`src/rtl/frc_pkg.sv`:
```
package frc_pkg;

  // Strobes from control to datapath for one cycle
  typedef struct packed {
    logic accept;   // a new item enters stage 0
    logic wrEn;     // last-stage item is stored in the queue
    logic bypass;   // output mux takes the last stage directly
  } frcStrobes_t;

endpackage

```
`src/rtl/frc_datapath.sv`:
```
module frc_datapath
  import frc_pkg::*;
#(
  parameter int DATA_W     = 16,
  parameter int STAGES     = 4,
  parameter int FIFO_DEPTH = 6,
  localparam int PTR_W     = (FIFO_DEPTH > 1) ? $clog2(FIFO_DEPTH) : 1
) (
  input  logic              clk,
  input  logic              rstN,
  input  logic [DATA_W-1:0] inData,
  input  frcStrobes_t       strobes,
  input  logic [PTR_W-1:0]  wrAddr,
  input  logic [PTR_W-1:0]  rdAddr,
  output logic              lastValid,
  output logic [STAGES-1:0] validVec,
  output logic [DATA_W-1:0] outData
);

  logic [DATA_W-1:0] stageData [STAGES];
  logic [DATA_W-1:0] store [FIFO_DEPTH];

  // Free-running stages: no enable, no stall
  generate
    for (genvar k = 0; k < STAGES; k++) begin : g_stage
      if (k == 0) begin : g_first
        always_ff @(posedge clk or negedge rstN) begin
          if (!rstN) validVec[0] <= 1'b0;
          else       validVec[0] <= strobes.accept;
        end
        always_ff @(posedge clk) begin
          stageData[0] <= inData + DATA_W'(1);
        end
      end else begin : g_next
        always_ff @(posedge clk or negedge rstN) begin
          if (!rstN) validVec[k] <= 1'b0;
          else       validVec[k] <= validVec[k-1];
        end
        always_ff @(posedge clk) begin
          stageData[k] <= stageData[k-1] + DATA_W'(k + 1);
        end
      end
    end
  endgenerate

  assign lastValid = validVec[STAGES-1];

  // Queue storage
  always_ff @(posedge clk) begin
    if (strobes.wrEn) store[wrAddr] <= stageData[STAGES-1];
  end

  assign outData = strobes.bypass ? stageData[STAGES-1] : store[rdAddr];

endmodule

```
`src/rtl/frc_control.sv`:
```
module frc_control
  import frc_pkg::*;
#(
  parameter int STAGES       = 4,
  parameter int FIFO_DEPTH   = 6,
  parameter bit FALL_THROUGH = 1'b0,
  localparam int PTR_W       = (FIFO_DEPTH > 1) ? $clog2(FIFO_DEPTH) : 1,
  localparam int CNT_W       = $clog2(FIFO_DEPTH + 1),
  localparam int FL_W        = $clog2(STAGES + 1)
) (
  input  logic              clk,
  input  logic              rstN,
  input  logic              inValid,
  output logic              inStall,
  input  logic              outStall,
  input  logic              lastValid,
  output logic              outValid,
  output frcStrobes_t       strobes,
  output logic [PTR_W-1:0]  wrAddr,
  output logic [PTR_W-1:0]  rdAddr,
  output logic [FL_W-1:0]   inFlight
);

  localparam int SUM_W = ((CNT_W > FL_W) ? CNT_W : FL_W) + 1;

  logic [CNT_W-1:0] count;
  logic [SUM_W-1:0] occupancy;
  logic             queueEmpty;
  logic             useBypass;
  logic             pop;
  logic             rdAdv;

  assign queueEmpty = (count == '0);
  assign occupancy  = SUM_W'(count) + SUM_W'(inFlight);
  assign inStall    = (occupancy >= SUM_W'(FIFO_DEPTH));

  generate
    if (FALL_THROUGH) begin : g_ft
      assign useBypass = queueEmpty;
      assign outValid  = !queueEmpty || lastValid;
    end else begin : g_reg
      assign useBypass = 1'b0;
      assign outValid  = !queueEmpty;
    end
  endgenerate

  assign pop            = outValid && !outStall;
  assign rdAdv          = pop && !useBypass;
  assign strobes.accept = inValid && !inStall;
  assign strobes.wrEn   = lastValid && !(useBypass && pop);
  assign strobes.bypass = useBypass;

  always_ff @(posedge clk or negedge rstN) begin
    if (!rstN) begin
      count    <= '0;
      inFlight <= '0;
      wrAddr   <= '0;
      rdAddr   <= '0;
    end else begin
      count    <= count + CNT_W'(strobes.wrEn) - CNT_W'(rdAdv);
      inFlight <= inFlight + FL_W'(strobes.accept) - FL_W'(lastValid);
      if (strobes.wrEn)
        wrAddr <= (wrAddr == PTR_W'(FIFO_DEPTH - 1)) ? '0 : wrAddr + PTR_W'(1);
      if (rdAdv)
        rdAddr <= (rdAddr == PTR_W'(FIFO_DEPTH - 1)) ? '0 : rdAddr + PTR_W'(1);
    end
  end

  // an arriving item always finds a free slot
  a_r3_no_overflow: assert property (@(posedge clk) disable iff (!rstN)
    lastValid |-> (count < CNT_W'(FIFO_DEPTH)));

  // stored plus travelling items never exceed the queue size
  a_r5_occupancy_bound: assert property (@(posedge clk) disable iff (!rstN)
    occupancy <= SUM_W'(FIFO_DEPTH));

endmodule

```
`src/rtl/free_run_cluster.sv`:
```
module free_run_cluster
  import frc_pkg::*;
#(
  parameter int DATA_W       = 16,
  parameter int STAGES       = 4,
  parameter int FIFO_DEPTH   = 6,
  parameter bit FALL_THROUGH = 1'b0
) (
  input  logic              clk,
  input  logic              rstN,
  input  logic              inValid,
  input  logic [DATA_W-1:0] inData,
  output logic              inStall,
  output logic              outValid,
  output logic [DATA_W-1:0] outData,
  input  logic              outStall
);

  localparam int PTR_W = (FIFO_DEPTH > 1) ? $clog2(FIFO_DEPTH) : 1;
  localparam int FL_W  = $clog2(STAGES + 1);

  generate
    if (FIFO_DEPTH < STAGES) begin : g_bad_depth
      $error("FIFO_DEPTH must cover the pipeline latency");
    end
  endgenerate

  frcStrobes_t       strobes;
  logic [PTR_W-1:0]  wrAddr;
  logic [PTR_W-1:0]  rdAddr;
  logic              lastValid;
  logic [STAGES-1:0] validVec;
  logic [FL_W-1:0]   inFlight;

  frc_control #(
    .STAGES(STAGES), .FIFO_DEPTH(FIFO_DEPTH), .FALL_THROUGH(FALL_THROUGH)
  ) u_ctrl (
    .clk(clk), .rstN(rstN), .inValid(inValid), .inStall(inStall),
    .outStall(outStall), .lastValid(lastValid), .outValid(outValid),
    .strobes(strobes), .wrAddr(wrAddr), .rdAddr(rdAddr), .inFlight(inFlight)
  );

  frc_datapath #(
    .DATA_W(DATA_W), .STAGES(STAGES), .FIFO_DEPTH(FIFO_DEPTH)
  ) u_dp (
    .clk(clk), .rstN(rstN), .inData(inData), .strobes(strobes),
    .wrAddr(wrAddr), .rdAddr(rdAddr), .lastValid(lastValid),
    .validVec(validVec), .outData(outData)
  );

  // a refused head is held unchanged
  a_r9_hold_head: assert property (@(posedge clk) disable iff (!rstN)
    (outValid && outStall) |=> (outValid && $stable(outData)));

  // the control counter tracks the valid bits in the stages
  a_r10_inflight_match: assert property (@(posedge clk) disable iff (!rstN)
    FL_W'($countones(validVec)) == inFlight);

  // nothing visible right after reset
  a_r1_reset_idle: assert property (@(posedge clk) disable iff (!rstN)
    $rose(rstN) |-> (!outValid && !inStall));

endmodule

```
`config.mk`:
```
export PLATFORM = sky130hd
export DESIGN_NAME = free_run_cluster
export DESIGN_NICKNAME = d
export VERILOG_FILES = /design/src/rtl/frc_pkg.sv /design/src/rtl/frc_datapath.sv /design/src/rtl/frc_control.sv /design/src/rtl/free_run_cluster.sv
export SDC_FILE = /design/constraint.sdc
export NUM_CORES = 1
export LEC_CHECK = 0
export CORE_MARGIN = 10
export CORE_UTILIZATION = 60
export DETAILED_ROUTE_END_ITERATION = 16
export HOLD_SLACK_MARGIN = 0.05
export PLACE_DENSITY = 0.8
export SETUP_SLACK_MARGIN = 0.02
export SLEW_MARGIN = 20
export SYNTH_ARGS = -nofsm -noshare
export SYNTH_HDL_FRONTEND = slang
export SYNTH_SLANG_ARGS = --single-unit
```
`constraint.sdc`:
```
create_clock -name clk -period 6 [get_ports clk]
set_input_delay 0.6 -clock clk [delete_from_list [all_inputs] [get_ports clk]]
set_output_delay 0.6 -clock clk [all_outputs]
set_load 0.01 [all_outputs]
```
==> out/results.tsv <==
metric	value	unit
clockBufferDepth	2	
critical-path-slowest-cell	clkdlybuf4s50_1	
numCtsBuffers	17	
syn2layout_area_growth	17.95	%
diodes	0	
grt_pass1_vias	3772	
cts_max_level	4	
rsz0062_at_grt	no	
ys_warn_count	0	
cts_resized	0	
nNetsFinal	536	
fin_crit	3.321	ns
synth.avg_cell_area	14.64	um2
grt_pass1_wl	17680	um
die_height	124.8	um
crit_path_start_kind	flip-flop	
pwr-share-comb	26.6	%
dr.pass1.iters	4	
syn_area	6586	um2
start_util	61.02	%
cp-end-kind	output pin	
tns	0	ns
syn_inst	450	
cts_num_sinks	176	
cap_violations	0	
drt_wl_total	10830	um
power.internal	0.002599	W
vias_per_cell	5.553	
swShare	29.32	%
cp_max_fo	16	
pre_cts_ws	2.859	ns
synth.ff_latch_count	176	
placementRows	38	
avgRoutedWirePerCell	16.54	um
cts_setup_buffers	0	
die_x	124.8	um
fin_skew	0.005798	ns
worstPathArrival	2.72	ns
grt_usage	14.12	%
clockPowerShare	28.8	%
place_congestion	0.8061	
power.switching	0.001078	W
path_cells	nand2b_1 -> o22ai_1 -> a221oi_1 -> clkdlybuf4s50_1	
coreArea	10790	um2
drive_above_1_share	10.49	%
crit_type	flip-flop to output pin	
ys_seq_area_share	69.30	%
drt_iter0_drc	204	
final_max_slew_viol_count	0	
ys_types	38	
worst_slack	2.679	ns
ir_drop	0.2537	mV
ios	38	
min_path_type	flip-flop to flip-flop	
slew_headroom	28.82	%
pwr-share-seq	44.6	%
critPathRequiredTime	5.40	ns
clk_pin_slew	0.06	ns
powerDensity	473.3	nW/um2
grt_max_degree	36	
synth_fp_nets	484	
cts_hold_buf	0	
hold_viol_final	0	
antenna_found_initial	0	
ant_nets	0	
drc	0	
crit_buf_inv	1	
grt-ovfl-total	0	
period_share	55.36	%
p_leak	2.900	nW
cp_top_family	buffers and inverters	
tightest_slew	1.066	ns
critPathMaxStageDelay	0.60	ns
portBuffers	37	
status	finished, final reports clean	
cts_tree	built	
die_area	15570	um2
fmax	0.3011	GHz
num_vias	3637	
dp_hpwl	7022	um
root_buffer	clkbuf_8	
setup_viol	0	
clock_latency	0.52	ns
power by group through the flow:
stage	Combinational, W	Sequential (W)	Clock [W]
finish	0.000976	0.00164	0.00106
global route	0.00108	0.00166	0.00113
CTS	0.00100	0.00164	0.00108
detailed placement	0.000989	0.00166	0
global placement	0.000952	0.00165	0
floorplan	0.000610	0.00162	0
area by class of cell:
type / count / area (um2)
Sequential cell: 176 / 4564
Fill cell: 672 / 3024
Multi-Input combinational cell: 244 / 1939
Clock buffer: 21 / 514.2
Timing Repair Buffer: 44 / 422.9
Tap cell: 140 / 175.2
Clock inverter: 11 / 81.33
Inverter: 19 / 71.32
per-layer routing:
layer  part of all wire (%)  up-vias  track usage, %  routed length [um]
li1                       -     1769               -                   -
met1                     40     1767           14.13                4292
met2                     54       85           26.09                5803
met3                    5.2       16           4.511                 558
met4                    1.6        0           6.100                 176
met5                      0        -               0                   0
final timing paths:
check	slack, ns	start	end	cells after the start
min	0.32	u_dp.stageData[2][1]$_DFF_P_	u_dp.stageData[3][1]$_DFF_P_	0
min in group asynchronous	0.51	rstN	u_ctrl.inFlight[1]$_DFF_PN0_	1
max in group asynchronous	5.05	rstN	u_ctrl.rdAddr[0]$_DFFE_PN0P_	1
max reg2reg	2.87	u_ctrl.count[0]$_DFF_PN0_	u_ctrl.inFlight[2]$_DFF_PN0_	11
min reg2reg	0.32	u_dp.stageData[2][1]$_DFF_P_	u_dp.stageData[3][1]$_DFF_P_	0
max	2.68	u_ctrl.rdAddr[0]$_DFFE_PN0P_	outData[8]	4
kinds of logic (layout without fill, tap and decap cells):
group | count (synthesis) | in the layout | share of synthesized area (%)
XOR/XNOR | 59 | 59 | 7.846
adder cells (fa/ha/maj) | 14 | 14 | 3.002
buffers and inverters | 30 | 95 | 1.938
flip-flops | 176 | 176 | 69.30
AO/OA/AOI/OAI | 40 | 40 | 4.445
multiplexers | 34 | 34 | 5.205
AND/OR/NAND/NOR | 97 | 97 | 8.264
cell usage in the layout, fill, tap and decap left out, drive strengths merged, types with 6 or more instances in the layout:
master	synthesis	routed
xor2	19	19
o22ai	16	16
edfxtp	96	96
nand2	21	21
buf	8	7
and3	7	7
dfxtp	64	64
a221oi	17	17
dfrtp	16	16
clkdlybuf4s50	0	37
mux2i	32	32
clkbuf	3	21
nor2	16	16
nor4	6	6
nand3	22	22
inv	19	27
ha	11	11
xnor2	40	40
nand4	8	8
state kept, by name (all words and copies together), names as in the netlist:
signal,cells
u_dp.store,96
u_ctrl.rdAddr,3
u_dp.stageData,64
u_ctrl.wrAddr,3
u_ctrl.count,3
u_dp.lastValid,1
u_dp.validVec,3
u_ctrl.inFlight,3
stage by stage:
| stage | cells | total power, W | instance area, um2 | utilization, % | hold slack, ns |
|---|---|---|---|---|---|
| 2_1_floorplan | 450 | 0.002227 | 6586 | - | 0.3044 |
| 3_3_place_gp | 623 | 0.002597 | 7173 | 66.46 | 0.3156 |
| 3_5_place_dp | 623 | 0.002654 | 7173 | 66.46 | 0.3265 |
| 4_1_cts | 655 | 0.003721 | 7769 | 71.98 | 0.3250 |
| 5_1_grt | 655 | 0.003869 | 7769 | 71.98 | 0.3405 |
| 6_report | 655 | 0.003677 | 7769 | 71.98 | 0.3225 |
cell usage after synthesis (all sizes together):
| master | number | area, um2 |
|---|---|---|
| edfxtp | 96 | 2883 |
| dfxtp | 64 | 1281 |
| xnor2 | 40 | 350.3 |
| mux2i | 32 | 320.3 |
| nand3 | 22 | 120.1 |
| nand2 | 21 | 78.83 |
| inv | 19 | 71.32 |
| xor2 | 19 | 166.4 |
| a221oi | 17 | 148.9 |
| dfrtp | 16 | 400.4 |
| nor2 | 16 | 60.06 |
| o22ai | 16 | 100.1 |
| ha | 11 | 137.6 |
| buf | 8 | 45.04 |
| nand4 | 8 | 65.06 |
| and3 | 7 | 43.79 |
| nor4 | 6 | 65.06 |
| nor3 | 4 | 20.02 |
| a21o | 3 | 22.52 |
| clkbuf | 3 | 11.26 |
| fa | 3 | 60.06 |
| nor2b | 3 | 18.77 |
| and4 | 2 | 17.52 |
| mux2 | 2 | 22.52 |
| nand2b | 2 | 12.51 |
| nor3b | 2 | 15.01 |
| o21ai | 2 | 10.01 |
| a21oi | 1 | 5.000 |
| a31oi | 1 | 6.260 |
| and2 | 1 | 6.260 |
| nor4b | 1 | 8.760 |
| or2 | 1 | 6.260 |
| or3 | 1 | 6.260 |
(Power assumes the default switching activity.)
